$ cat src/rtl/octreg_pkg.sv
package octreg_pkg;
   localparam int OP_W     = 3;
   localparam int SEL_W    = 3;
   localparam int OFF_W    = 16;
   localparam int NUM_REGS = 2 ** SEL_W;
   localparam int OP_LSB   = 22;
   localparam int SA_LSB   = 19;
   localparam int SB_LSB   = 16;
   localparam int SD_LSB   = 0;
   localparam int INSN_W   = OP_LSB + OP_W;

   typedef enum logic [OP_W-1:0] {
      OPC_ADD  = 3'd0,
      OPC_NAND = 3'd1,
      OPC_LOAD = 3'd2,
      OPC_STOR = 3'd3,
      OPC_BEQ  = 3'd4,
      OPC_BAD  = 3'd5,
      OPC_HALT = 3'd6,
      OPC_NOP  = 3'd7
   } opcode_e;

   typedef enum logic [2:0] {
      PH_FETCH,
      PH_CAPT,
      PH_EXEC,
      PH_WBACK,
      PH_STOP
   } phase_e;
endpackage

$ cat src/rtl/octreg_decode.sv
module octreg_decode
   import octreg_pkg::*;
#(
   parameter int AW = 16
) (
   input  logic [INSN_W-1:0] insn,
   output opcode_e           op,
   output logic [SEL_W-1:0]  sel_a,
   output logic [SEL_W-1:0]  sel_b,
   output logic [SEL_W-1:0]  sel_d,
   output logic [AW-1:0]     offs
);
   assign op    = opcode_e'(insn[OP_LSB +: OP_W]);
   assign sel_a = insn[SA_LSB +: SEL_W];
   assign sel_b = insn[SB_LSB +: SEL_W];
   assign sel_d = insn[SD_LSB +: SEL_W];
   // signed cast widens from the offset sign bit
   assign offs  = AW'($signed(insn[OFF_W-1:0]));
endmodule

$ cat src/rtl/octreg_regfile.sv
module octreg_regfile
   import octreg_pkg::*;
#(
   parameter int DW = 32
) (
   input  logic             clk,
   input  logic             rst_n,
   input  logic             wr_en,
   input  logic [SEL_W-1:0] wr_sel,
   input  logic [DW-1:0]    wr_val,
   input  logic [SEL_W-1:0] rd_sel_a,
   input  logic [SEL_W-1:0] rd_sel_b,
   output logic [DW-1:0]    rd_val_a,
   output logic [DW-1:0]    rd_val_b
);
   logic [DW-1:0] bank [NUM_REGS];

   for (genvar gi = 0; gi < NUM_REGS; gi++) begin : g_reg
      if (gi == 0) begin : g_zero
         assign bank[gi] = '0;
      end else begin : g_store
         logic [DW-1:0] q;
         always_ff @(posedge clk) begin
            if (!rst_n)
               q <= '0;
            else if (wr_en && wr_sel == SEL_W'(gi))
               q <= wr_val;
         end
         assign bank[gi] = q;
      end
   end

   assign rd_val_a = bank[rd_sel_a];
   assign rd_val_b = bank[rd_sel_b];
endmodule

$ cat src/rtl/octreg_alu.sv
module octreg_alu
   import octreg_pkg::*;
#(
   parameter int DW = 32
) (
   input  opcode_e       op,
   input  logic [DW-1:0] lhs,
   input  logic [DW-1:0] rhs,
   output logic [DW-1:0] result,
   output logic          same
);
   always_comb begin
      if (op == OPC_NAND)
         result = ~(lhs & rhs);
      else
         result = lhs + rhs;
   end
   assign same = (lhs == rhs);
endmodule

$ cat src/rtl/octreg_core.sv
module octreg_core
   import octreg_pkg::*;
#(
   parameter int DW = 32,
   parameter int AW = 16
) (
   input  logic          clk,
   input  logic          rst_n,
   output logic [AW-1:0] mem_addr,
   output logic          mem_we,
   output logic [DW-1:0] mem_wdata,
   input  logic [DW-1:0] mem_rdata,
   output logic          halted,
   output logic          illegal
);
   if (AW < OFF_W) begin : g_bad_aw
      $error("octreg_core: AW must be at least the offset width");
   end
   if (DW < AW || DW < INSN_W) begin : g_bad_dw
      $error("octreg_core: DW too narrow for address or instruction");
   end

   phase_e              phase;
   logic [AW-1:0]       pc;
   logic [INSN_W-1:0]   ir;
   logic                bad_q;

   opcode_e             op;
   logic [SEL_W-1:0]    sa, sb, sd;
   logic [AW-1:0]       offs;
   logic [DW-1:0]       va, vb, alu_res;
   logic                eq;
   logic [AW-1:0]       eff_addr, pc_inc, br_dest;
   logic                rf_we;
   logic [SEL_W-1:0]    rf_sel;
   logic [DW-1:0]       rf_val;
   logic                mem_op;

   octreg_decode #(.AW(AW)) i_dec (
      .insn(ir), .op(op), .sel_a(sa), .sel_b(sb), .sel_d(sd), .offs(offs)
   );

   octreg_regfile #(.DW(DW)) i_rf (
      .clk(clk), .rst_n(rst_n),
      .wr_en(rf_we), .wr_sel(rf_sel), .wr_val(rf_val),
      .rd_sel_a(sa), .rd_sel_b(sb), .rd_val_a(va), .rd_val_b(vb)
   );

   octreg_alu #(.DW(DW)) i_alu (
      .op(op), .lhs(va), .rhs(vb), .result(alu_res), .same(eq)
   );

   assign eff_addr = va[AW-1:0] + offs;
   assign pc_inc   = pc + AW'(1);
   assign br_dest  = pc_inc + offs;
   assign mem_op   = (phase == PH_EXEC) && (op == OPC_LOAD || op == OPC_STOR);

   always_comb begin
      rf_we  = 1'b0;
      rf_sel = sd;
      rf_val = alu_res;
      if (phase == PH_EXEC && (op == OPC_ADD || op == OPC_NAND)) begin
         rf_we = 1'b1;
      end else if (phase == PH_WBACK) begin
         rf_we  = 1'b1;
         rf_sel = sb;
         rf_val = mem_rdata;
      end
   end

   assign mem_addr  = mem_op ? eff_addr : pc;
   assign mem_we    = (phase == PH_EXEC) && (op == OPC_STOR);
   assign mem_wdata = vb;
   assign halted    = (phase == PH_STOP);
   assign illegal   = bad_q;

   always_ff @(posedge clk) begin
      if (!rst_n) begin
         phase <= PH_FETCH;
         pc    <= '0;
         ir    <= '0;
         bad_q <= 1'b0;
      end else begin
         unique case (phase)
            PH_FETCH: phase <= PH_CAPT;
            PH_CAPT: begin
               ir    <= mem_rdata[INSN_W-1:0];
               phase <= PH_EXEC;
            end
            PH_EXEC: begin
               unique case (op)
                  OPC_LOAD: phase <= PH_WBACK;
                  OPC_BEQ: begin
                     pc    <= eq ? br_dest : pc_inc;
                     phase <= PH_FETCH;
                  end
                  OPC_HALT: phase <= PH_STOP;
                  OPC_BAD: begin
                     bad_q <= 1'b1;
                     phase <= PH_STOP;
                  end
                  default: begin
                     pc    <= pc_inc;
                     phase <= PH_FETCH;
                  end
               endcase
            end
            PH_WBACK: begin
               pc    <= pc_inc;
               phase <= PH_FETCH;
            end
            default: phase <= PH_STOP;
         endcase
      end
   end
endmodule

$ cat config.mk
export PLATFORM = sky130hd
export DESIGN_NAME = octreg_core
export DESIGN_NICKNAME = d
export VERILOG_FILES = /design/src/rtl/octreg_pkg.sv /design/src/rtl/octreg_decode.sv /design/src/rtl/octreg_regfile.sv /design/src/rtl/octreg_alu.sv /design/src/rtl/octreg_core.sv
export SDC_FILE = /design/constraint.sdc
export NUM_CORES = 1
export LEC_CHECK = 0
export BUFFER_PORTS_ARGS = -buffer_cell sky130_fd_sc_hd__buf_2
export CAP_MARGIN = 15
export CORE_MARGIN = 8
export CORE_UTILIZATION = 25
export CTS_BUF_LIST = sky130_fd_sc_hd__clkbuf_16
export DETAILED_ROUTE_END_ITERATION = 6
export GPL_ROUTABILITY_DRIVEN = 0
export SYNTH_ARGS = -nofsm -noshare
export SYNTH_HDL_FRONTEND = slang
export SYNTH_HIERARCHICAL = 1
export SYNTH_SLANG_ARGS = --single-unit
$ cat constraint.sdc
create_clock -name clk -period 8.8 [get_ports clk]
set_input_delay 1.32 -clock clk [delete_from_list [all_inputs] [get_ports clk]]
set_output_delay 1.32 -clock clk [all_outputs]
set_load 0.02 [all_outputs]
-- Word level (Yosys, flattened, before mapping)
Cells that the tools add are included.
- add/sub/neg operators: 4
- magnitude comparators: 2
- equality and inequality tests: 19
- mux-type cells: 19
- bitwise logic cells: 4
- reduce and logical (&&, ||, !) cells: 19
- operator list (cell ; count):
    two-way mux 32 bit ; 7
    binary-select mux 32 bit (select 3 bit) ; 2
    one-hot mux 16 bit (2 select lines) ; 2
    adder 16 bit ; 2
    adder 32 bit ; 1
    bitwise AND 32 bit ; 1
    equality test 32 bit ; 1
    two-way mux 16 bit ; 2
    NOT 32 bit ; 1
    equality test 3 bit, second input constant ; 8
    equality test 3 x 2 -> 1 bit, second input constant ; 6
    adder 16 x 1 -> 16 bit, second input constant ; 1
    one-hot mux 3 bit (4 select lines) ; 1
    logical AND 1 bit ; 10
    equality test 3 x 1 -> 1 bit, second input constant ; 3
    >= comparator 4 bit, second input constant ; 2
    NOT 3 -> 4 bit ; 2
    zero test 3 bit ; 2
    two-way mux 3 bit ; 2
    one-hot mux 3 bit (2 select lines) ; 1
    AND reduction 2 bit ; 2
    OR reduction 3 bit ; 1
    logical OR 1 bit ; 2
    two-way mux 1 bit ; 2
    other kinds (3) ; 3
- bits in registers: 269
- output and inout bits: 51
- logic and storage cells: 78

-- Logic depth before layout (Yosys ltp)
- word-level depth: 9
- gate-level depth with buffers: 18
- depth with buffers taken out: 14

-- By module
The synthesis kept the hierarchy.
- by module, submodules not included (module ; instances ; cells each ; area an instance (um^2) ; seq. area each (um^2)):
    octreg_regfile ; 1 ; 1375 ; 13030.0 ; 4484.3
    octreg_core ; 1 ; 558 ; 4311.6 ; 900.9
    octreg_alu ; 1 ; 353 ; 2368.5 ; 0.0
    octreg_decode ; 1 ; 28 ; 210.2 ; 0.0

-- Worst setup path after synthesis
OpenSTA, ideal clock, no wires.
- kind: reg-to-output
- start: register ir[21]
- end: output port mem_addr[10]
- arrival: 3.125 ns
- required time: 7.480 ns
- setup slack: 4.355 ns
- cell stages (with the launch flop): 16
- cell sequence: dfxtp_1 > buf_4 > buf_6 > and2_1 > buf_2 > buf_2 > a221oi_2 > inv_1 > fa_1 > nor2b_1 > o21a_1 > o21ai_1 > a21oi_1 > and3_1 > a2111oi_0 > o31ai_1
- cells in the longest elaborated chain, start to end: 6
- RTL lines (item ; line ; RTL):
    start, declared ; octreg_core.sv:25 ; logic [INSN_W-1:0] ir;
    start signal, assigned ; octreg_core.sv:87 ; ir <= mem_rdata[INSN_W-1:0];
    NOT 3 -> 4 bit (not written as such) ; octreg_regfile.sv:33 ; assign rd_val_a = bank[rd_sel_a];
    binary-select mux 32 bit (select 3 bit) ; octreg_regfile.sv:33 ;
    two-way mux 32 bit (not written as such) (2 in a row) ; octreg_regfile.sv:33 ;
    named net va[1] ; octreg_core.sv:31 ; logic [DW-1:0] va, vb, alu_res;
    adder 16 bit ; octreg_core.sv:53 ; assign eff_addr = va[AW-1:0] + offs;
    two-way mux 16 bit ; octreg_core.sv:71 ; assign mem_addr = mem_op ? eff_addr : pc;
    end, declared ; octreg_core.sv:9 ; output logic [AW-1:0] mem_addr,
The timed path passes the listed nets, and every way through them passes these cells. The select of a mux whose other input is x is not followed.

-- Final worst setup path
- start: register ir[21]
- end: output port mem_addr[12]
Same word-level chain as after synthesis.

==> results.md <==
| Result | Reported | Unit |
|---|---|---|
| Number of vias per cell after detailed routing | 5.22 | - |
| Placed standard-cell area | 20600 | sq um |
| Largest cells by area after synthesis | dfxtp_1 27%, nand2_1 11%, a221oi_2 7.3% | - |
| Clk sinks | 269 | - |
| Clock Skews | 0.0234 | ns |
| Die ar. | 89000 | sq um |
| Wire length of the first global-routing pass | 105000 | um |
| Post-route cell area | 21700 | sq um |
| RSZ-0062 raised after global routing | false | - |
| Path class of the lowest-slack min-delay path | flop to flop | - |
| Standard-cell row count | 103 | - |
| Number of buffers added for setup after CTS | 0 | - |
| Period utilisation layout | 0.690 | - |
| Post-route minimum period | 6.07 | ns |
| Type of origin of the critical path | flop | - |
| Arrival time at the worst endpoint | 4.75 | ns |
| Post-detailed-route wirelength per cell | 21.0 | um |
| Initial cell density of the core | 0.252 | - |
| Detailed-route via count | 17300 | - |
| Chip Width | 298 | um |
| Rel. slew slack | 0.220 | - |
| Largest net degree at the start of global routing | 101 | - |
| Vias in the first global route | 16400 | - |
| Post-DP HPWL | 47400 | um |
| Area of the mapped netlist | 19900 | sq um |
| Number of antenna violations at the first check in global routing | 6 | - |
| Post-synthesis async set-or-reset flop share | 0 | - |
| Required time reported for the critical path endpoint | 7.48 | ns |
| Leading area contributor after synthesis | dfxtp_1 | - |
| Share of Yosys cell area claimed by the top area cell type | 0.270 | - |
| H-tree level count | 2 | - |
| Outcome | complete, no violations | - |
| Synthesized instance count | 2314 | - |
| GRT Overall Usage | 0.149 | - |
| CTS resizes | 0 | - |
| Max-capacitance violation count | 0 | - |
| Routed Wire Length | 69800 | um |
| Synthesized flop and latch total | 269 | - |
| Area overhead of the layout relative to synthesis | 9.04 | % |
| Remaining number of nets flagged by the antenna check after routing | 0 | - |
| Power Density | 156 | nW/um^2 |
| DR iter-0 viols | 1603 | - |
| Cell leakage power | 7.80 | nW |
| Yosys warns | 6 | - |
| Net count reported at finish | 2353 | - |
| Max-slew violation count | 0 | - |
| Worst Tran Pin Value | 1.17 | ns |
| Count of distinct cell types in the synthesized netlist | 87 | - |
| Net count after synthesis | 2418 | - |
| Core Util, Final | 0.275 | - |
| Sequential-to-total area share from yosys stat | 0.270 | - |
| Placeable core area | 79000 | sq um |
| Vertical extent of the die | 298 | um |
| Dominant cell by count in the synthesized netlist | nand2_1 | - |
| Layout cells sized above 1 | 0.191 | - |
| Clock slew at reported path FFs | 0.05 | ns |
| VDD IR-drop max | 0.110 | mV |
| Port Buffers | 84 | - |
| # hold bufs at CTS | 0 | - |
| Top post-synthesis cells by count | 582 x nand2_1, 269 x dfxtp_1, 188 x a21boi_1, 141 x mux2i_1, 97 x a221oi_2 | - |
| Number of buffers added by the clock tree synthesis step | 34 | - |
| Critical path capture point type | primary output | - |
| Highest clock frequency the design can meet | 165 | MHz |
| Most frequently used flop master after synthesis | dfxtp_1 | - |
| Root Buffer | clkbuf_16 | - |
| EDFF count, synth | 0 | - |
| TritonCTS clock tree | built | - |
| Mean cell area of the mapped netlist | 8.61 | sq um |
| Clock insertion delay at the later pin of the skew report | 0.55 | ns |
| Ports | 85 | - |
| Final setup viols | 0 | - |
| Largest fanout on the critical path | 18 | - |
| Setup TNS | 0 | ns |
| Pre-antenna DRT Iters | 5 | - |
| Total congestion overflow after global routing | 0 | - |
| Max Buffers Root-to-Sink | 3 | - |
| DRC errors left | 0 | - |
| Category of the critical setup timing path | flop to primary output | - |
| FILL cells | 8500 | - |
| Count of final hold-check violations | 0 | - |
critical path: stages (launching register included):
cell and delay (ns):
dfxtp_2 0.73, nor2b_4 0.68, a221oi_2 0.17, a221oi_2 0.40, ha_1 0.26, inv_1 0.06, fa_1 0.39, nor2b_1 0.12
o21a_1 0.13, o21ai_1 0.08, a21oi_1 0.40, a41o_1 0.34, mux2i_1 0.20, nand2_1 0.06, buf_2 0.16
final cells by class:
class / instances / area [sq um] / share of cell area
Multi-Input combinational cell: 1808 / 13100 / 0.604
Sequential cell: 269 / 5400 / 0.249
Tap cell: 1050 / 1310 / 0.0605
Clock buffer: 38 / 951 / 0.0438
Timing Repair Buffer: 116 / 674 / 0.0310
Clock inverter: 20 / 198 / 0.00910
Inverter: 20 / 75.1 / 0.00346
Antenna cell: 1 / 2.50 / 0.000115
flip-flops by register name, indices dropped and copies added (netlist names):
signal and flops:
illegal 1, phase 3, i_rf/g.g_store.q 224, ir 25
pc 16
power breakdown:
group	switching (W)	leakage, nW	total (W)	internal (W)
sequential	0.0000319	2.17	0.00127	0.00123
combinational	0.000429	5.05	0.000654	0.000225
clock	0.000574	0.577	0.00146	0.000890
metrics by stage:
step / setup slack (ns) / power (W) / hold slack, ns / cells
floorplan: 4.35 / 0.00176 / 0.444 / 2314
global placement: 3.25 / 0.00193 / 0.449 / 3262
detailed placement: 3.20 / 0.00193 / 0.458 / 3263
CTS: 2.73 / 0.00340 / 0.468 / 3321
global route: 2.48 / 0.00350 / 0.487 / 3321
finish: 2.73 / 0.00338 / 0.465 / 3322
placed cells by master, fill, tap and decap left out, types with 11 or more instances in the layout:
cell type,n
nand2_1,581
dfxtp_1,263
a21boi_1,188
mux2i_1,141
a221oi_2,97
buf_2,83
a21oi_1,73
ha_1,68
mux2_4,60
nor2_1,59
o21ai_0,57
a21boi_0,40
mux2_2,39
clkbuf_16,38
xnor2_1,33
a221oi_1,32
buf_4,31
a21o_1,27
xor2_1,24
inv_1,22
a21boi_2,22
nor3_1,18
nand3_1,17
and3_1,17
o21a_1,15
nor4_1,15
nand4_1,12
a211oi_1,12
o21bai_1,11
path summary, 6_finish.rpt:
kind	start	to	slack [ns]	depth (start not counted)
max	ir[21]$_SDFFE_PN0P_	mem_addr[12]	2.73	14
min	illegal$_SDFFE_PN0P_	illegal$_SDFFE_PN0P_	0.47	1
max reg2reg	ir[17]$_SDFFE_PN0P_	pc[13]$_SDFFE_PN0P_	3.03	12
min reg2reg	illegal$_SDFFE_PN0P_	illegal$_SDFFE_PN0P_	0.47	1
cell families (layout without fill, tap and decap cells):
kind of cell,count (synthesis),count (layout),synth area share
buffers and inverters,237,194,0.0741
xor gates and xnor gates,57,57,0.0251
and+or+nand+nor,799,799,0.175
muxes,240,240,0.138
other,0,1,0
DFF,269,269,0.270
adders and majority gates,70,70,0.0447
AOI/OAI and AO/OA,642,642,0.272
layer usage:
layer	global-route usage	up-vias	part of all wire
met5	0	-	0.00019
met4	0.0447	2	0.027
met3	0.0254	140	0.066
met2	0.236	643	0.45
met1	0.205	8405	0.46
li1	-	8158	-
Note: power is estimated with default switching activity, not from simulation.
